[config.mk]
export PLATFORM = sky130hd
export DESIGN_NAME = calo_chan_proc
export DESIGN_NICKNAME = d
export VERILOG_FILES = /design/src/rtl/calo_pkg.sv /design/src/rtl/calo_rst_sync.sv /design/src/rtl/calo_cfg_regs.sv /design/src/rtl/calo_corr_stage.sv /design/src/rtl/calo_float_enc.sv /design/src/rtl/calo_chan_proc.sv
export SDC_FILE = /design/constraint.sdc
export NUM_CORES = 1
export LEC_CHECK = 0
export BUFFER_PORTS_ARGS = -buffer_cell sky130_fd_sc_hd__buf_4
export CORE_UTILIZATION = 43
export CTS_CLUSTER_SIZE = 40
export DETAILED_ROUTE_END_ITERATION = 10
export GPL_ROUTABILITY_DRIVEN = 0
export SLEW_MARGIN = 20
export SYNTH_ARGS = -nofsm -noshare
export SYNTH_HDL_FRONTEND = slang
export SYNTH_SLANG_ARGS = --single-unit
[constraint.sdc]
create_clock -name clk -period 2.5 [get_ports clk]
set_input_delay 0.25 -clock clk [delete_from_list [all_inputs] [get_ports clk]]
set_output_delay 0.25 -clock clk [all_outputs]
set_load 0.05 [all_outputs]
[src/rtl/calo_pkg.sv]
package calo_pkg;
  localparam int ADC_W     = 10;
  localparam int COEF_W    = 8;
  localparam int GAIN_W    = 8;
  localparam int GAIN_FRAC = 5;
  localparam int EXP_W     = 3;
  localparam int MAN_W     = 5;
  localparam int CFG_W     = ADC_W;
  localparam int SEL_W     = 2;
  localparam int CODE_W    = EXP_W + MAN_W;

  typedef struct packed {
    logic [ADC_W-1:0]  ped;
    logic [COEF_W-1:0] coef;
    logic [GAIN_W-1:0] gain;
    logic [ADC_W-1:0]  thr;
  } calo_cfg_t;

  typedef enum logic [SEL_W-1:0] {
    SEL_PED  = 2'd0,
    SEL_COEF = 2'd1,
    SEL_GAIN = 2'd2,
    SEL_THR  = 2'd3
  } cfg_sel_e;
endpackage

[src/rtl/calo_rst_sync.sv]
module calo_rst_sync (
  input  logic clk,
  input  logic rst_ain_n,
  output logic rst_sn
);
  logic [1:0] sync_q;

  always_ff @(posedge clk or negedge rst_ain_n) begin
    if (!rst_ain_n) sync_q <= 2'b00;
    else            sync_q <= {sync_q[0], 1'b1};
  end

  assign rst_sn = sync_q[1];
endmodule

[src/rtl/calo_cfg_regs.sv]
module calo_cfg_regs
  import calo_pkg::*;
(
  input  logic             clk,
  input  logic             rst_n,
  input  logic             cfg_we,
  input  logic [SEL_W-1:0] cfg_addr,
  input  logic [CFG_W-1:0] cfg_wdata,
  output calo_cfg_t        cfg
);
  calo_cfg_t cfg_d, cfg_q;

  always_comb begin
    cfg_d = cfg_q;
    if (cfg_we) begin
      unique case (cfg_sel_e'(cfg_addr))
        SEL_PED:  cfg_d.ped  = cfg_wdata[ADC_W-1:0];
        SEL_COEF: cfg_d.coef = cfg_wdata[COEF_W-1:0];
        SEL_GAIN: cfg_d.gain = cfg_wdata[GAIN_W-1:0];
        SEL_THR:  cfg_d.thr  = cfg_wdata[ADC_W-1:0];
      endcase
    end
  end

  always_ff @(posedge clk or negedge rst_n) begin
    if (!rst_n) begin
      cfg_q.ped  <= '0;
      cfg_q.coef <= '0;
      cfg_q.gain <= GAIN_W'(1 << GAIN_FRAC);
      cfg_q.thr  <= '1;
    end else begin
      cfg_q <= cfg_d;
    end
  end

  assign cfg = cfg_q;
endmodule

[src/rtl/calo_corr_stage.sv]
module calo_corr_stage
  import calo_pkg::*;
(
  input  logic             clk,
  input  logic             rst_n,
  input  calo_cfg_t        cfg,
  input  logic             in_valid,
  input  logic [ADC_W-1:0] in_sample,
  output logic             val_valid,
  output logic [ADC_W-1:0] val
);
  localparam int PP_W = ADC_W + COEF_W;
  localparam int GP_W = ADC_W + GAIN_W;
  localparam int GS_W = GP_W - GAIN_FRAC;

  logic [ADC_W:0]   diff;
  logic [ADC_W-1:0] s1_d, s1_q, prev_d, prev_q;
  logic             s1_vld_q;
  logic [PP_W-1:0]  pprod;
  logic [ADC_W-1:0] pile;
  logic [ADC_W:0]   corr_diff;
  logic [ADC_W-1:0] corr;
  logic [GP_W-1:0]  gprod;
  logic [GS_W-1:0]  gshift;
  logic [ADC_W-1:0] s2_d, s2_q;
  logic             s2_vld_q;

  // stage 1: pedestal removal, clamped at zero
  always_comb begin
    diff = {1'b0, in_sample} - {1'b0, cfg.ped};
    s1_d = diff[ADC_W] ? '0 : diff[ADC_W-1:0];
  end

  // stage 2: pile-up removal then gain, with clamping
  always_comb begin
    pprod     = PP_W'(prev_q) * PP_W'(cfg.coef);
    pile      = ADC_W'(pprod >> COEF_W);
    corr_diff = {1'b0, s1_q} - {1'b0, pile};
    corr      = corr_diff[ADC_W] ? '0 : corr_diff[ADC_W-1:0];
    gprod     = GP_W'(corr) * GP_W'(cfg.gain);
    gshift    = GS_W'(gprod >> GAIN_FRAC);
    s2_d      = (gshift > GS_W'({ADC_W{1'b1}})) ? '1 : gshift[ADC_W-1:0];
    prev_d    = s1_vld_q ? s1_q : prev_q;
  end

  always_ff @(posedge clk or negedge rst_n) begin
    if (!rst_n) begin
      s1_q     <= '0;
      s1_vld_q <= 1'b0;
      prev_q   <= '0;
      s2_q     <= '0;
      s2_vld_q <= 1'b0;
    end else begin
      s1_vld_q <= in_valid;
      s2_vld_q <= s1_vld_q;
      prev_q   <= prev_d;
      if (in_valid) s1_q <= s1_d;
      if (s1_vld_q) s2_q <= s2_d;
    end
  end

  assign val_valid = s2_vld_q;
  assign val       = s2_q;
endmodule

[src/rtl/calo_float_enc.sv]
module calo_float_enc
  import calo_pkg::*;
(
  input  logic              clk,
  input  logic              rst_n,
  input  logic              val_valid,
  input  logic [ADC_W-1:0]  val,
  input  logic [ADC_W-1:0]  thr,
  output logic              out_valid,
  output logic [CODE_W-1:0] out_code,
  output logic              out_trig
);
  localparam int MSB_W = $clog2(ADC_W);
  localparam int SMALL = 1 << MAN_W;

  logic [MSB_W-1:0]  msb_pos;
  logic [CODE_W-1:0] code_d, code_q;
  logic              trig_d, trig_q, vld_q;

  always_comb begin
    msb_pos = '0;
    for (int b = 0; b < ADC_W; b++) begin
      if (val[b]) msb_pos = MSB_W'(b);
    end
    if (val < ADC_W'(SMALL)) begin
      code_d = {EXP_W'(0), val[MAN_W-1:0]};
    end else begin
      code_d = {EXP_W'(msb_pos - MSB_W'(MAN_W) + MSB_W'(1)),
                MAN_W'(val >> (msb_pos - MSB_W'(MAN_W)))};
    end
    trig_d = (val > thr);
  end

  always_ff @(posedge clk or negedge rst_n) begin
    if (!rst_n) begin
      vld_q  <= 1'b0;
      code_q <= '0;
      trig_q <= 1'b0;
    end else begin
      vld_q <= val_valid;
      if (val_valid) begin
        code_q <= code_d;
        trig_q <= trig_d;
      end
    end
  end

  assign out_valid = vld_q;
  assign out_code  = code_q;
  assign out_trig  = trig_q;
endmodule

[src/rtl/calo_chan_proc.sv]
module calo_chan_proc
  import calo_pkg::*;
(
  input  logic              clk,
  input  logic              rst_n,
  input  logic              cfg_we,
  input  logic [SEL_W-1:0]  cfg_addr,
  input  logic [CFG_W-1:0]  cfg_wdata,
  input  logic              in_valid,
  input  logic [ADC_W-1:0]  in_sample,
  output logic              out_valid,
  output logic [CODE_W-1:0] out_code,
  output logic              out_trig
);
  logic             rst_sn;
  calo_cfg_t        cfg;
  logic             val_valid;
  logic [ADC_W-1:0] val;

  calo_rst_sync u_rst (
    .clk       (clk),
    .rst_ain_n (rst_n),
    .rst_sn    (rst_sn)
  );

  calo_cfg_regs u_cfg (
    .clk       (clk),
    .rst_n     (rst_sn),
    .cfg_we    (cfg_we),
    .cfg_addr  (cfg_addr),
    .cfg_wdata (cfg_wdata),
    .cfg       (cfg)
  );

  calo_corr_stage u_corr (
    .clk       (clk),
    .rst_n     (rst_sn),
    .cfg       (cfg),
    .in_valid  (in_valid),
    .in_sample (in_sample),
    .val_valid (val_valid),
    .val       (val)
  );

  calo_float_enc u_enc (
    .clk       (clk),
    .rst_n     (rst_sn),
    .val_valid (val_valid),
    .val       (val),
    .thr       (cfg.thr),
    .out_valid (out_valid),
    .out_code  (out_code),
    .out_trig  (out_trig)
  );
endmodule

==> impl_metrics.toml, run 1 <==
[routing]
vias = 7416
top_layer = "met4"
dr.pass1.iters = 5
wl_met3_um = 418
wl_met1_um = 10200
antenna_left = 0
vias_per_cell = 5.07
wl_per_cell_um = 15.6
routed_wirelength_um = 22800
drcViolationCount = 0
drt-initial-drc-count = 238
dr_wl_met2_um = 11800

[timing]
rsz0062_at_grt = "yes"
fin_crit_sh = 3.81
tns_ns = -70.02
whs_ns = 0.136
clock.fmax_mhz = 105
setup_ws_ns = -7.02
period_minus_slack_ns = 9.52
relSlewSlack = 0.506
worst_slew_pin_slew_ns = 0.741
hold_viol_final = 0
drv_slew = 0
setup_violations = 10
skew_ns = 0.00665

[critical_path]
slowest_stage = "fa_1"
worstSetupStartpointType = "flip-flop"
worstSetupPathType = "reg -> reg"
crit_fanout = 8
reg2reg_slack_ns = -7.02
worstPathArrival_ns = 9.80
reg2reg_to = "u_corr.val[5]"
rr_worst_depth = 39
critical-path-max-stage-delay_ns = 0.57
cp.required_ns = 2.77
worst_path_most_repeated_cell = "fa_1"
endpoint_kind = "flip-flop"
r2r-start = "u_corr.prev_q[4]"

[placement]
placed_area_um2 = 11300
hpwlAfterDp_um = 18100
portBuffers = 35

[die]
start_util = 0.441
ios = 36
die_h_um = 149
num_rows = 53
dieArea_um2 = 22300
die_x_um = 149
core_area_um2 = 21200

[clocking]
path_clk_slew_ns = 0.06
cts_root_buf = "clkbuf_16"
clk_path_buf_depth = 2
h-tree-depth = 3
cts_sinks = 80
clk_latency_ns = 0.33
numCtsBuffers = 9
cts_tree = "built"

[worst_hold_path]
hp-class = "in -> reg"
whs_path_depth = 3
min_to = "u_cfg.cfg[34]"
hp-start = "cfg_wdata[8]"

[final_layout]
num_antenna_cells = 0
multi_input_area_um2 = 7120
final_net_count = 1407
fin_area_um2 = 12100
fin_util = 0.573
drive_above_1_share = 0.351
fill_cells = 1884
seqCellArea_um2 = 2030
area_growth_pct = 30.2

[global_route]
grt_pass1_vias = 7777
grt_max_degree = 79
antenna_found_initial = 0
grt-ovfl-total = 0
grt_pass1_wl_um = 37700
track_usage = 0.215

[synth]
ys_seq_area_frac = 0.216
syn_area_per_cell_um2 = 9.57
syn_area_um2 = 9320
ys_seq_elements = 80
yosysWarningCount = 0
synth_nets = 1197
ys.flop_type = "dfrtp_1"
synth_cells = 974
yosys.cell_types.count = 67
async_reset_ff_frac = 1.00
synth_edf_count = 0

[status]
status = "finished, violations left"
violations = "setup timing"

[flow_run]
cap_violations = 0
through the flow:
| step | cells | worst slack [ns] |
|---|---|---|
| final | 1464 | -7.02 |
| after global routing | 1464 | -7.39 |
| after CTS | 1460 | -7.03 |
| after detailed placement | 1419 | -7.41 |
| after global placement | 1419 | -7.31 |
| after floorplan | 974 | -6.66 |
critical path, delay by kind of cell (launching register included):
family          cells  cell delay (ns)
fa+ha+maj          11             4.92
xor+xnor            1             0.18
buf+inv             6             0.42
flops               1             0.46
simple gates        7             1.00
compound gates     14             2.48
area by class of cell:
type                    instances  area share
inverters                     155      0.0480
repair buffers                224       0.144
flip-flops and latches         80       0.167
multi-input cells             714       0.587
clock inverters                 4     0.00578
clock buffers                  12      0.0195
well taps                     275      0.0284
per-layer routing:
metal / vias to the layer above / GRT usage
met1: 3677 / 0.277
met3: 23 / 0.0223
li1: 3634 / -
met5: - / 0
met4: 0 / 0.0480
met2: 82 / 0.384
cell usage after synthesis, types with 3 or more instances:
| cell | n | area [µm²] |
|---|---|---|
| a211oi_1 | 5 | 37.5 |
| a21boi_0 | 3 | 22.5 |
| a21o_1 | 13 | 97.6 |
| a21oi_1 | 26 | 130 |
| a31oi_1 | 4 | 25.0 |
| and2_1 | 122 | 763 |
| and2_2 | 6 | 45.0 |
| and4_1 | 5 | 43.8 |
| clkbuf_1 | 25 | 93.8 |
| dfrtp_1 | 69 | 1730 |
| dfstp_2 | 11 | 289 |
| fa_1 | 96 | 1920 |
| ha_1 | 101 | 1260 |
| inv_1 | 155 | 582 |
| mux2_2 | 38 | 428 |
| nand2_1 | 58 | 218 |
| nand2b_1 | 7 | 43.8 |
| nand3_1 | 9 | 45.0 |
| nand4_1 | 5 | 31.3 |
| nor2_1 | 37 | 139 |
| nor2b_1 | 6 | 37.5 |
| nor3_1 | 14 | 70.1 |
| nor4_1 | 3 | 18.8 |
| o211ai_1 | 5 | 37.5 |
| o21a_1 | 7 | 52.6 |
| o21ai_0 | 30 | 150 |
| o21bai_1 | 6 | 45.0 |
| o22a_1 | 10 | 87.6 |
| o22ai_1 | 12 | 75.1 |
| o32ai_1 | 3 | 26.3 |
| or2_2 | 3 | 18.8 |
| or3_1 | 7 | 43.8 |
| xnor2_1 | 19 | 166 |
| xor2_1 | 14 | 123 |
layout by cell type (no fill, tap or decap), types with 12 or more instances in the layout:
| cell type | netlist | final |
|---|---|---|
| a21o_1 | 13 | 13 |
| o22ai_1 | 12 | 12 |
| ha_1 | 101 | 87 |
| and2_1 | 122 | 107 |
| and2_4 | 0 | 15 |
| a21oi_1 | 26 | 17 |
| dfrtp_1 | 69 | 58 |
| nand2_1 | 58 | 56 |
| xor2_1 | 14 | 14 |
| nor2_1 | 37 | 26 |
| o21ai_0 | 30 | 22 |
| xnor2_1 | 19 | 15 |
| buf_6 | 0 | 14 |
| mux2_2 | 38 | 38 |
| fa_1 | 96 | 90 |
| inv_1 | 155 | 149 |
| buf_4 | 0 | 208 |
worst max path at each step:
stage / startpoint / end / slack (ns) / cells past startpoint
floorplan: u_cfg.cfg[20] / u_corr.val[0] / -6.66 / 39
global placement: u_cfg.cfg[22] / u_corr.val[3] / -7.31 / 41
detailed placement: u_cfg.cfg[22] / u_corr.val[5] / -7.41 / 41
CTS: u_cfg.cfg[22] / u_corr.val[5] / -7.03 / 40
global route: u_corr.prev_q[1] / u_corr.val[5] / -7.39 / 37
finish: u_corr.prev_q[4] / u_corr.val[5] / -7.02 / 39
logic make-up after synthesis:
logic type | synth area share
AO/OA/AOI/OAI | 0.111
XOR/XNOR | 0.0310
adder cells (fa/ha/maj) | 0.342
buffers and inverters | 0.0729
flip-flops | 0.216
multiplexers | 0.0518
other | 0.000402
AND/OR/NAND/NOR | 0.175
timing repair:
action	in CTS	in global routing
endpoints found under the hold margin	2	0
setup endpoints to repair	11	23
gates cloned	1	1
hold buffers	1	0
setup buffers	23	3
gates resized for setup	52	48
pin swaps	72	44
flip-flops by register name, summed over array words and instances (netlist names):
signal	cells
u_cfg.cfg	36
u_corr.prev_q	10
u_corr.s1_q	10
u_corr.val	10
u_enc.out_code	8
u_rst.sync_q	2
u_corr.s1_vld_q	1
u_corr.val_valid	1
u_enc.out_trig	1
u_enc.out_valid	1
Power of run 1 is not shown: default switching activity piles up to over one toggle a cycle in this logic, so the estimate is an artifact.
==> run 2: changes to the inputs <==
--- a/config.mk
+++ b/config.mk
@@ -10,6 +10,7 @@
 export CTS_CLUSTER_SIZE = 40
 export DETAILED_ROUTE_END_ITERATION = 10
 export GPL_ROUTABILITY_DRIVEN = 0
+export REMOVE_ABC_BUFFERS = 1
 export SLEW_MARGIN = 20
 export SYNTH_ARGS = -nofsm -noshare
 export SYNTH_HDL_FRONTEND = slang
==> impl_metrics.toml, run 2 (synthesized netlist as in run 1, its figures left out) <==
[final_layout]
area_growth_pct = 31.0
mostFrequentLayoutCell = "buf_4"
num_antenna_cells = 0
drive_above_1_share = 0.358
final_net_count = 1418
seqCellArea_um2 = 2020
final_cell_mix = "220 x buf_4, 142 x inv_1, 101 x and2_1"
fill_cells = 1866
multi_input_area_um2 = 7160
largest_register_ffs = 36
finalNonFillerCells = 1475

[routing]
drt-initial-drc-count = 240
vias_per_cell = 5.12
dr_wl_met2_um = 12300
dr.pass1.iters = 4
antenna_left = 0
wl_per_cell_um = 15.9
routed_wirelength_um = 23500
wl_met3_um = 485
drcViolationCount = 0
vias = 7546
wl_met1_um = 10000
top_layer = "met4"

[placement]
dp_slack_ns = -7.59
hpwlAfterDp_um = 18700
dp_cells = 1424
portBuffers = 35

[global_route]
grt-ovfl-total = 0
grt_max_degree = 48
antenna_found_initial = 0
grt_pass1_wl_um = 38700
grt_pass1_vias = 8027
track_usage = 0.223

[timing]
setup_violations = 10
drv_slew = 0
rsz0062_at_grt = "yes"
setup_ws_ns = -7.06
whs_ns = 0.121
fin_crit_sh = 3.82
relSlewSlack = 0.464
worst_slew_pin_slew_ns = 0.804
skew_ns = 0.00661
clock.fmax_mhz = 105
period_minus_slack_ns = 9.56
hold_viol_final = 0

[clocking]
clk_path_buf_depth = 2
cts_sinks = 80
clk_latency_ns = 0.34
numCtsBuffers = 9
path_clk_slew_ns = 0.06
cts_root_buf = "clkbuf_16"
cts_tree = "built"
h-tree-depth = 3

[die]
ios = 36
die_h_um = 149
num_rows = 53
die_x_um = 149
dieArea_um2 = 22300
start_util = 0.441
core_area_um2 = 21200

[critical_path]
worstSetupStartpointType = "flip-flop"
cp.required_ns = 2.78
endpoint_kind = "flip-flop"
crit_path_start = "u_cfg.cfg[20]"
worstSetupPathType = "reg -> reg"
worstPathArrival_ns = 9.84
reg2reg_slack_ns = -7.06
slowest_stage = "fa_1"
r2r-start = "u_cfg.cfg[20]"
crit_fanout = 6
endpoint = "u_corr.val[6]"
rr_worst_depth = 43
critPathBufInv = 10
critical-path-max-stage-delay_ns = 0.51
worst_path_most_repeated_cell = "fa_1"
reg2reg_to = "u_corr.val[6]"
cpLargestDelayFamily = "adder cells"
critical_path_depth = 43

[worst_hold_path]
whs_path_depth = 3
hp-class = "in -> reg"

[flow_run]
cap_violations = 0

[status]
violations = "setup timing"
status = "finished, violations left"
## run 2: area by class of cell
| cell class | instances | share of cell area |
|---|---|---|
| Inverter | 155 | 0.0477 |
| Timing Repair Buffer | 235 | 0.149 |
| Tap cell | 275 | 0.0282 |
| Clock inverter | 7 | 0.00451 |
| Sequential cell | 80 | 0.166 |
| Clock buffer | 9 | 0.0185 |
| Multi-Input combinational cell | 714 | 0.586 |
## run 2: metal layers
metal | vias up | global-route usage
met5 | - | 0
met4 | 0 | 0.0735
met3 | 37 | 0.0300
met2 | 89 | 0.405
met1 | 3767 | 0.270
li1 | 3653 | -
## run 2: timing repair
action,4_1_cts,5_1_grt
cloned,1,1
pin swaps,115,58
hold buffers,1,0
buffers inserted,24,11
endpoints found under the setup margin,13,23
endpoints found under the hold margin,2,0
resized for setup,109,32
## run 2: worst min path at each step
stage	from	slack [ns]	endpoint
6_report	cfg_wdata[8]	0.12	u_cfg.cfg[34]
3_3_place_gp	rst_n	0.03	u_rst.sync_q[0]
4_1_cts	cfg_wdata[8]	0.11	u_cfg.cfg[34]
2_1_floorplan	rst_n	-0.05	u_rst.sync_q[0]
5_1_grt	in_valid	0.13	u_corr.s1_vld_q
3_5_place_dp	rst_n	0.04	u_rst.sync_q[1]
## run 2: worst min-delay path: stages
cell and delay [ns]:
buf_4 0.08, nand2_1 0.03, o21ai_0 0.05
## run 2: per-stage QoR
stage	area (µm²)	utilization	TNS (ns)
after floorplan	9220	-	-71.88
after global placement	11100	0.525	-75.18
after detailed placement	11100	0.525	-75.82
after CTS	12000	0.568	-70.39
after global routing	12200	0.577	-74.85
final	12200	0.577	-70.39
Power of run 2 is left out for the same reason.
==> run 3: changes to the inputs <==
--- a/config.mk
+++ b/config.mk
@@ -5,6 +5,7 @@
 export SDC_FILE = /design/constraint.sdc
 export NUM_CORES = 1
 export LEC_CHECK = 0
+export ABC_AREA = 1
 export BUFFER_PORTS_ARGS = -buffer_cell sky130_fd_sc_hd__buf_4
 export CORE_UTILIZATION = 43
 export CTS_CLUSTER_SIZE = 40
==> constraint.sdc (replaced) <==
create_clock -name clk -period 9.65 [get_ports clk]
set_input_delay 0.965 -clock clk [delete_from_list [all_inputs] [get_ports clk]]
set_output_delay 0.965 -clock clk [all_outputs]
set_load 0.05 [all_outputs]
==> impl_metrics.toml, run 3 <==
[synth]
yosys.cell_types.count = 43
synth_area_leaders = "fa_1 20%, dfrtp_1 18%, ha_1 13%"
ys_top_cells_by_count = "268 x inv_1, 260 x nand2_1, 117 x nor2_1"
yosysTopAreaCell = "fa_1"
synth_edf_count = 0
synth_top_area_share = 0.203
ys.flop_type = "dfrtp_1"
yosysWarningCount = 0
synth_cells = 1232
ys_seq_elements = 80
yosys.cell_count.top_type = "inv_1"
ys_seq_area_frac = 0.212
syn_area_per_cell_um2 = 7.70
async_reset_ff_frac = 1.00
syn_area_um2 = 9490

[timing]
period_minus_slack_ns = 9.31
worst_slew_pin_slew_ns = 0.717
clock.fmax_mhz = 107
setup_violations = 0
skew_ns = 0.00443
drv_slew = 0
fin_crit_sh = 0.965
relSlewSlack = 0.522
hold_viol_final = 0

[critical_path]
critical-path-max-stage-delay_ns = 0.55
rr_worst_depth = 49
worstSetupPathType = "reg -> reg"
worstSetupStartpointType = "flip-flop"
worst_path_most_repeated_cell = "fa_1"
worstPathArrival_ns = 9.54
r2r-start = "u_cfg.cfg[21]"
cp.required_ns = 9.88
crit_fanout = 5
endpoint_kind = "flip-flop"
slowest_stage = "fa_1"
crit_path_start = "u_cfg.cfg[21]"

[worst_hold_path]
whs_path_depth = 0
hp-class = "reg -> reg"
hp-start = "u_rst.sync_q[0]"

[clocking]
clk_path_buf_depth = 2
cts_sinks = 80
cts_root_buf = "clkbuf_16"
postCtsHoldBufs = 0
path_clk_slew_ns = 0.06
cts_tree = "built"
numCtsBuffers = 9
h-tree-depth = 3
clk_latency_ns = 0.34

[placement]
hpwlAfterDp_um = 18700
portBuffers = 35
placed_area_um2 = 10200

[routing]
vias = 8012
antenna_left = 0
routed_wirelength_um = 23800
vias_per_cell = 5.00
dr.pass1.iters = 4
top_layer = "met4"
wl_per_cell_um = 14.9
wl_met1_um = 11500
wl_met3_um = 1000
drt-initial-drc-count = 428
dr_wl_met2_um = 11100
drcViolationCount = 0

[final_layout]
drive_above_1_share = 0.209
final_net_count = 1544
area_growth_pct = 20.5
largest_register_ffs = 36
num_antenna_cells = 0
final_cell_mix = "257 x inv_1, 243 x nand2_1, 104 x buf_4"
mostFrequentLayoutCell = "inv_1"
fin_area_um2 = 11400

[die]
dieArea_um2 = 22700
die_x_um = 151
num_rows = 53
core_area_um2 = 21400
start_util = 0.444
die_h_um = 151
ios = 36

[flow_run]
cap_violations = 0

[global_route]
grt-ovfl-total = 0
track_usage = 0.218
grt_max_degree = 79
grt_pass1_vias = 7803
antenna_found_initial = 0
grt_pass1_wl_um = 38700

[status]
status = "complete, no violations"
-- run 3: changes by cell type after synthesis, sizes merged, moves of 9 or more --
cell / previous run / this run
o22a: 10 / 0
inv: 155 / 268
o22ai: 12 / 2
nand2: 58 / 272
o21ai: 30 / 77
mux2: 38 / 0
a21oi: 27 / 64
and2: 128 / 1
nor3: 14 / 5
nor2: 39 / 121
nand3: 9 / 40
-- run 3: path summary, 6_finish.rpt --
| check | endpoint | slack, ns |
|---|---|---|
| max | u_corr.val[8] | 0.34 |
| min | u_rst.sync_q[1] | 0.35 |
| max reg2reg | u_corr.val[8] | 0.34 |
| min reg2reg | u_rst.sync_q[1] | 0.35 |
| max in group asynchronous | u_cfg.cfg[25] | 8.70 |
| min in group asynchronous | u_rst.sync_q[1] | 0.40 |
-- run 3: final cells by class --
class	count	area [µm²]
clock buffer	10	229
clock inverter	6	67.6
fill	2016	9920
inverter	272	1030
multi-input combinational	850	6900
sequential	80	2030
tap	275	344
timing repair buffer	108	835
-- run 3: cells by family (layout without fill, tap and decap cells) --
kind of cell,after synthesis,count (layout),share of synthesized area
flops,80,80,0.212
other cells,1,1,0.000395
xor+xnor,26,26,0.0240
fa+ha+maj,197,197,0.336
simple gates,454,456,0.206
mux,1,1,0.00105
compound gates,169,169,0.0999
buf+inv,304,396,0.121
-- run 3: worst max-delay path: cells and delay by family, from the launching register on --
| kind | cells | cell delay (ns) |
|---|---|---|
| flip-flops | 1 | 0.43 |
| XOR/XNOR | 1 | 0.12 |
| AND/OR/NAND/NOR | 18 | 1.60 |
| buffers and inverters | 13 | 0.93 |
| AO/OA/AOI/OAI | 6 | 1.03 |
| adder cells (fa/ha/maj) | 11 | 5.10 |
-- run 3: through the flow --
stage          TNS [ns]  hold slack (ns)  instances  worst slack (ns)  utilization
2_1_floorplan         0            0.331       1200             0.531            -
3_3_place_gp      -1.09            0.336       1544            -0.110        0.479
3_5_place_dp      -2.21            0.343       1544            -0.226        0.479
4_1_cts               0            0.357       1563            0.0202        0.496
5_1_grt          -0.749            0.367       1601            -0.119        0.535
6_report              0            0.354       1601             0.337        0.535
-- run 3: timing repair --
item	CTS	global route
setup endpoints to repair	10	10
gates cloned	1	1
hold endpoints to repair	0	0
gates resized for setup	14	129
buffers inserted	2	38
pin swaps	3	77
-- run 3: per-layer routing --
layer  GRT usage  vias to the layer above
li1            -                     3955
met1       0.313                     3848
met2       0.355                      188
met3      0.0242                       21
met4      0.0409                        0
met5           0                        -
Power of run 3 is left out for the same reason.
